**src/rtl/smc_pkg.sv**
```systemverilog
// Package: smc_pkg
// Shared types for the bit-serial magnitude comparator.
// Assumes: nothing beyond IEEE 1800-2017 enum support.
package smc_pkg;

    // Controller states: waiting, stepping through bits, presenting result.
    typedef enum logic [1:0] {
        ST_IDLE = 2'd0,
        ST_RUN  = 2'd1,
        ST_DONE = 2'd2
    } ctl_state_t;

endpackage : smc_pkg

```
**src/rtl/smc_bit_cell.sv**
```systemverilog
// Module: smc_bit_cell
// One-bit magnitude compare cell. It folds a bit pair into incoming
// greater/less flags that summarise less significant positions.
// A differing bit here overrides the incoming flags; equal bits pass them on.
// Assumes: the incoming flags are never both high.
module smc_bit_cell (
    input  logic a_bit,
    input  logic b_bit,
    input  logic gt_in,
    input  logic lt_in,
    output logic gt_out,
    output logic lt_out
);

    logic same;

    // Combine the local bit decision with the incoming running flags.
    always_comb begin
        same   = ~(a_bit ^ b_bit);
        gt_out = (a_bit & ~b_bit) | (same & gt_in);
        lt_out = (~a_bit & b_bit) | (same & lt_in);
    end

endmodule : smc_bit_cell

```
**src/rtl/smc_datapath.sv**
```systemverilog
// Module: smc_datapath
// Operand registers, running flags, bit index and result registers
// around one shared smc_bit_cell.
// Assumes: load, step and finish come from smc_ctrl; finish only with step.
module smc_datapath #(
    parameter int WIDTH = 4,
    parameter int IDX_W = 2
) (
    input  logic             clk,
    input  logic             rst_n,
    input  logic             load,
    input  logic             step,
    input  logic             finish,
    input  logic [WIDTH-1:0] a_in,
    input  logic [WIDTH-1:0] b_in,
    output logic             last_bit,
    output logic             res_g,
    output logic             res_l
);

    logic [WIDTH-1:0] op_a;
    logic [WIDTH-1:0] op_b;
    logic [IDX_W-1:0] idx;
    logic             flag_g;
    logic             flag_l;
    logic             cell_g;
    logic             cell_l;
    logic             sel_a;
    logic             sel_b;

    // Select the current bit pair for the shared cell.
    always_comb begin
        sel_a    = op_a[idx];
        sel_b    = op_b[idx];
        last_bit = (idx == IDX_W'(WIDTH - 1));
    end

    smc_bit_cell u_cell (
        .a_bit  (sel_a),
        .b_bit  (sel_b),
        .gt_in  (flag_g),
        .lt_in  (flag_l),
        .gt_out (cell_g),
        .lt_out (cell_l)
    );

    // Capture operands on an accepted start.
    always_ff @(posedge clk) begin
        if (!rst_n) begin
            op_a <= '0;
            op_b <= '0;
        end else if (load) begin
            op_a <= a_in;
            op_b <= b_in;
        end
    end

    // Running flags and bit index: cleared on load, advanced on each step.
    always_ff @(posedge clk) begin
        if (!rst_n || load) begin
            flag_g <= 1'b0;
            flag_l <= 1'b0;
            idx    <= '0;
        end else if (step) begin
            flag_g <= cell_g;
            flag_l <= cell_l;
            idx    <= idx + 1'b1;
        end
    end

    // Result registers: cleared on load, written on the final step, held otherwise.
    always_ff @(posedge clk) begin
        if (!rst_n || load) begin
            res_g <= 1'b0;
            res_l <= 1'b0;
        end else if (finish) begin
            res_g <= cell_g;
            res_l <= cell_l;
        end
    end

    // the running flags never claim both orders.
    a_r4_flags_exclusive: assert property (@(posedge clk) disable iff (!rst_n)
        !(flag_g && flag_l));

    // operands stay put once stepping has begun.
    a_r6_operands_hold: assert property (@(posedge clk) disable iff (!rst_n)
        step |=> ($stable(op_a) && $stable(op_b)));

    // the written greater result matches an unsigned compare of the operands.
    a_r2_result_gt: assert property (@(posedge clk) disable iff (!rst_n)
        finish |=> (res_g == (op_a > op_b)));

    // the written less result matches an unsigned compare of the operands.
    a_r3_result_lt: assert property (@(posedge clk) disable iff (!rst_n)
        finish |=> (res_l == (op_a < op_b)));

endmodule : smc_datapath

```
**src/rtl/smc_ctrl.sv**
```systemverilog
// Module: smc_ctrl
// Three-state controller for the serial compare. It accepts start only
// when idle, steps once per cycle until the last bit, then shows done
// for one cycle.
// Assumes: last_bit reflects the index of the bit being stepped this cycle.
module smc_ctrl
    import smc_pkg::*;
(
    input  logic clk,
    input  logic rst_n,
    input  logic start,
    input  logic last_bit,
    output logic load,
    output logic step,
    output logic finish,
    output logic done
);

    ctl_state_t state;
    ctl_state_t state_nx;

    // Decode the datapath controls and the next state.
    always_comb begin
        load     = (state == ST_IDLE) && start;
        step     = (state == ST_RUN);
        finish   = step && last_bit;
        done     = (state == ST_DONE);
        state_nx = state;
        case (state)
            ST_IDLE: if (start)    state_nx = ST_RUN;
            ST_RUN:  if (last_bit) state_nx = ST_DONE;
            ST_DONE:               state_nx = ST_IDLE;
            default:               state_nx = ST_IDLE;
        endcase
    end

    // State register with synchronous active-low reset.
    always_ff @(posedge clk) begin
        if (!rst_n) state <= ST_IDLE;
        else        state <= state_nx;
    end

    // done never lasts two cycles.
    a_r5_done_pulse: assert property (@(posedge clk) disable iff (!rst_n)
        done |=> !done);

    // done only follows the final step.
    a_r5_done_after_finish: assert property (@(posedge clk) disable iff (!rst_n)
        done |-> $past(finish));

    // a start during the bit steps does not disturb the run.
    a_r6_run_continues: assert property (@(posedge clk) disable iff (!rst_n)
        (state == ST_RUN && start && !last_bit) |=> (state == ST_RUN));

endmodule : smc_ctrl

```
**src/rtl/serial_mag_cmp.sv**
```systemverilog
// Module: serial_mag_cmp (top)
// Bit-serial unsigned magnitude comparator. One compare cell is reused
// for WIDTH cycles under smc_ctrl, and the result is held until the next start.
// Assumes: synchronous active-low reset; start sampled on rising edges.
module serial_mag_cmp #(
    parameter int WIDTH = 4
) (
    input  logic             clk,
    input  logic             rst_n,
    input  logic             start,
    input  logic [WIDTH-1:0] a,
    input  logic [WIDTH-1:0] b,
    output logic             g,
    output logic             l,
    output logic             done
);

    localparam int IDX_W = (WIDTH > 1) ? $clog2(WIDTH) : 1;

    logic load;
    logic step;
    logic finish;
    logic last_bit;

    smc_ctrl u_ctrl (
        .clk      (clk),
        .rst_n    (rst_n),
        .start    (start),
        .last_bit (last_bit),
        .load     (load),
        .step     (step),
        .finish   (finish),
        .done     (done)
    );

    smc_datapath #(
        .WIDTH (WIDTH),
        .IDX_W (IDX_W)
    ) u_dp (
        .clk      (clk),
        .rst_n    (rst_n),
        .load     (load),
        .step     (step),
        .finish   (finish),
        .a_in     (a),
        .b_in     (b),
        .last_bit (last_bit),
        .res_g    (g),
        .res_l    (l)
    );

    // the outputs never report both orders at once.
    a_r4_never_both: assert property (@(posedge clk) disable iff (!rst_n)
        !(g && l));

    // outputs only change at load or at the final step.
    a_r7_hold: assert property (@(posedge clk) disable iff (!rst_n)
        (!load && !finish) |=> ($stable(g) && $stable(l)));

endmodule : serial_mag_cmp

```
**config.mk**
```make
export PLATFORM = sky130hd
export DESIGN_NAME = serial_mag_cmp
export DESIGN_NICKNAME = d
export VERILOG_FILES = /design/src/rtl/smc_pkg.sv /design/src/rtl/smc_bit_cell.sv /design/src/rtl/smc_datapath.sv /design/src/rtl/smc_ctrl.sv /design/src/rtl/serial_mag_cmp.sv
export SDC_FILE = /design/constraint.sdc
export NUM_CORES = 1
export LEC_CHECK = 0
export BUFFER_PORTS_ARGS = -buffer_cell sky130_fd_sc_hd__buf_2
export CAP_MARGIN = 25
export CORE_AREA = 4 4 43 45
export DETAILED_ROUTE_END_ITERATION = 8
export DIE_AREA = 0 0 47 49
export PLACE_DENSITY = 0.75
export RECOVER_POWER = 25
export SYNTH_ARGS = -nofsm -noshare
export SYNTH_HDL_FRONTEND = slang
export SYNTH_SLANG_ARGS = --single-unit
```
**constraint.sdc**
```tcl
create_clock -name clk -period 2.31 [get_ports clk]
set_input_delay 0.1155 -clock clk [delete_from_list [all_inputs] [get_ports clk]]
set_output_delay 0.1155 -clock clk [all_outputs]
set_load 0.05 [all_outputs]
```
==> results_dict.tcl <==
set metrics [dict create \
    finalNonFillerCells 100 \
    setup_violations 0 \
    grt_usage 0.1348 \
    cp_top_family "multiplexers" \
    finalCritPeriodShare 0.7479 \
    pwr-share-seq 0.545 \
    syn_nets 81 \
    final_common_cell "dfxtp_1" \
    via_per_inst 5.130 \
    initial_core_util 0.4838 \
    htree_levels 1 \
    leakagePower_nw 0.3492 \
    coreArea_um2 1471 \
    required_ns 2.52 \
    whs_endpoint "u_dp.op_a[3]" \
    antenna_found_initial 0 \
    p_sw_uw 126.8 \
    avgSynthCellArea_um2 10.63 \
    io_pins 14 \
    row_count 14 \
    arrival_ns 1.94 \
    ctsRootBufferMaster "clkbuf_4" \
    crit_path_max_incr_delay_ns 0.54 \
    sw_frac_of_total 0.2325 \
    placed_area_um2 793.3 \
    p_comb_frac 0.121 \
    synthCells 67 \
    dpl.hpwl_um 960.2 \
    critPathBufInv 0 \
    grt_max_degree 10 \
    io_buffer_count 13 \
    drc 0 \
    hp-start "a[3]" \
    clkLatencyLatePin_ns 0.29 \
    grt_setup_unrepaired "no" \
    internal-power_uw 418.7 \
    ctsHoldBuffers 0 \
    startpoint_type "flip-flop" \
    hold_viol_final 0 \
    r2r_start "u_dp.idx[0]" \
    routed_wl_um 1256 \
    power_uw 545.5 \
    ctsResizeCount 0 \
    fin_util 0.5604 \
    drive_above_1_share 0.2976 \
    reg2reg_depth 4 \
    critical_path.slowest_cell "mux4_2" \
    synth_cell_types 20 \
    powerDensity_nw_per_um2 661.6 \
    vdd_drop_max_mv 0.3622 \
    drtIter0Drc 15 \
    grt_overflow_total 0 \
    maxCapViolCount 0 \
    min_period_ns 1.728 \
    worstPathMaxFanout 4 \
    ys_warn_count 0 \
    r2r_slack_ns 0.58 \
    postCtsSetupRepairBufs 0 \
    final_cell_mix "dfxtp_1 (16), nor2_1 (12), buf_2 (11), mux2i_1 (8), a21oi_1 (5)" \
    clkTransAtPathRegs_ns 0.09 \
    path_class "reg2reg" \
    cts_sinks 16 \
    fin_nets 99 \
    outcome "complete, no violations" \
    ant_nets 0 \
    relSlewSlack 0.6083 \
    fin_area_um2 824.5 \
    vias 513 \
    place_congestion 0.8491 \
    die_h_um 49 \
    clockPowerShare 0.333 \
    die_w_um 47 \
    wire_per_inst_um 12.56 \
    synth-seq-cells 16 \
    die-area_um2 2303 \
    ys_seq_area_frac 0.4499 \
    grt_pass1_wl_um 2208 \
    area_delta_synth_final_pct 15.82 \
    antenna_cells 0 \
    grt_pass1_vias 535 \
    r2r_end "u_dp.res_l" \
    worst_slew_pin_slew_ns 0.5901 \
    fin_tns_setup_ns 0 \
    whs_path_depth 3 \
    cts_tree "done" \
    placed_cells 96 \
    drt_pre_antenna_iters 4 \
    skew_ns 0.004323 \
    clock_path_buffers 2 \
    syn_area_um2 711.9 \
    hp-class "in2reg" \
    cp-end-kind "flip-flop" \
    cts_buffers 3 \
    crit_path_cell_trace "mux4_2, ha_1, a21oi_1, a211oi_2" \
    fmax_ghz 0.5788 \
    slew_violations 0 \
]
area by class of cell:
cell class,instances,area [µm²]
clock buffers,4,36.28
fillers,136,646.9
inverters,3,11.26
multi-input cells,47,366.6
flip-flops and latches,16,320.3
well taps,16,20.02
repair buffers,14,70.07
cell families (layout without fill, tap and decap cells):
family                     Yosys count  after routing  synth area share
AOI/OAI and AO/OA                   10             10           0.09841
xor gates and xnor gates             1              1           0.01230
adders and majority gates            3              3           0.05273
buffers and inverters                4             21           0.03163
DFF                                 16             16            0.4499
muxes                               10             10            0.1757
and+or+nand+nor                     23             23            0.1793
per-layer routing:
metal  share of wire  global-route usage  routed length, µm  up-vias
met5               0                   0                  0        -
met3           0.076             0.07749                 96        2
li1                -                   -                  -      267
met1            0.44              0.1644                554      227
met2            0.48              0.1878                597       17
met4          0.0064             0.05991                  8        0
worst max path at each step:
| stage | startpoint | to | cells past startpoint |
|---|---|---|---|
| after global placement | u_dp.idx[0] | u_dp.res_l | 4 |
| final | u_dp.idx[0] | u_dp.res_l | 4 |
| after global routing | u_dp.idx[0] | u_dp.flag_l | 5 |
| after floorplan | u_dp.idx[0] | u_dp.res_g | 4 |
| after detailed placement | u_dp.idx[0] | u_dp.res_l | 4 |
| after CTS | u_dp.idx[0] | u_dp.res_l | 4 |
tightest hold or removal path: stages:
cell	delay (ns)
buf_2	0.07
mux2i_1	0.05
nor2_1	0.07
flip-flops by register name, summed over array words and instances (netlist names):
name,flops
u_ctrl.state,2
u_dp.flag_g,1
u_dp.flag_l,1
u_dp.idx,2
u_dp.op_a,4
u_dp.op_b,4
u_dp.res_g,1
u_dp.res_l,1
power by group through the flow:
stage | logic, mW | clock network [mW] | registers (mW)
after global placement | 0.0643 | 0 | 0.304
final | 0.0661 | 0.182 | 0.298
after CTS | 0.0663 | 0.189 | 0.298
after global routing | 0.0753 | 0.208 | 0.300
after detailed placement | 0.0660 | 0 | 0.304
after floorplan | 0.0505 | 0 | 0.301
metrics by stage:
step	hold slack (ns)	setup slack, ns
2_1_floorplan	0.2372	0.6975
3_3_place_gp	0.3497	0.6541
3_5_place_dp	0.3568	0.5978
4_1_cts	0.05095	0.5752
5_1_grt	0.06411	0.4754
6_report	0.05824	0.5823
synth_stat cells:
| cell type | number | area share |
|---|---|---|
| dfxtp_1 | 16 | 0.45 |
| nor2_1 | 12 | 0.063 |
| mux2i_1 | 8 | 0.11 |
| a21oi_1 | 5 | 0.035 |
| nand2_1 | 4 | 0.021 |
| ha_1 | 3 | 0.053 |
| a211oi_2 | 2 | 0.035 |
| and2b_2 | 2 | 0.025 |
| inv_1 | 2 | 0.011 |
| mux4_2 | 2 | 0.063 |
| o21ai_0 | 2 | 0.014 |
| a2111oi_1 | 1 | 0.014 |
| and2_1 | 1 | 0.0088 |
| and3b_2 | 1 | 0.014 |
| buf_6 | 1 | 0.016 |
| inv_2 | 1 | 0.0053 |
| nand2b_4 | 1 | 0.019 |
| nor3b_2 | 1 | 0.018 |
| or2b_1 | 1 | 0.011 |
| xnor2_1 | 1 | 0.012 |
(Power assumes the default switching activity.)
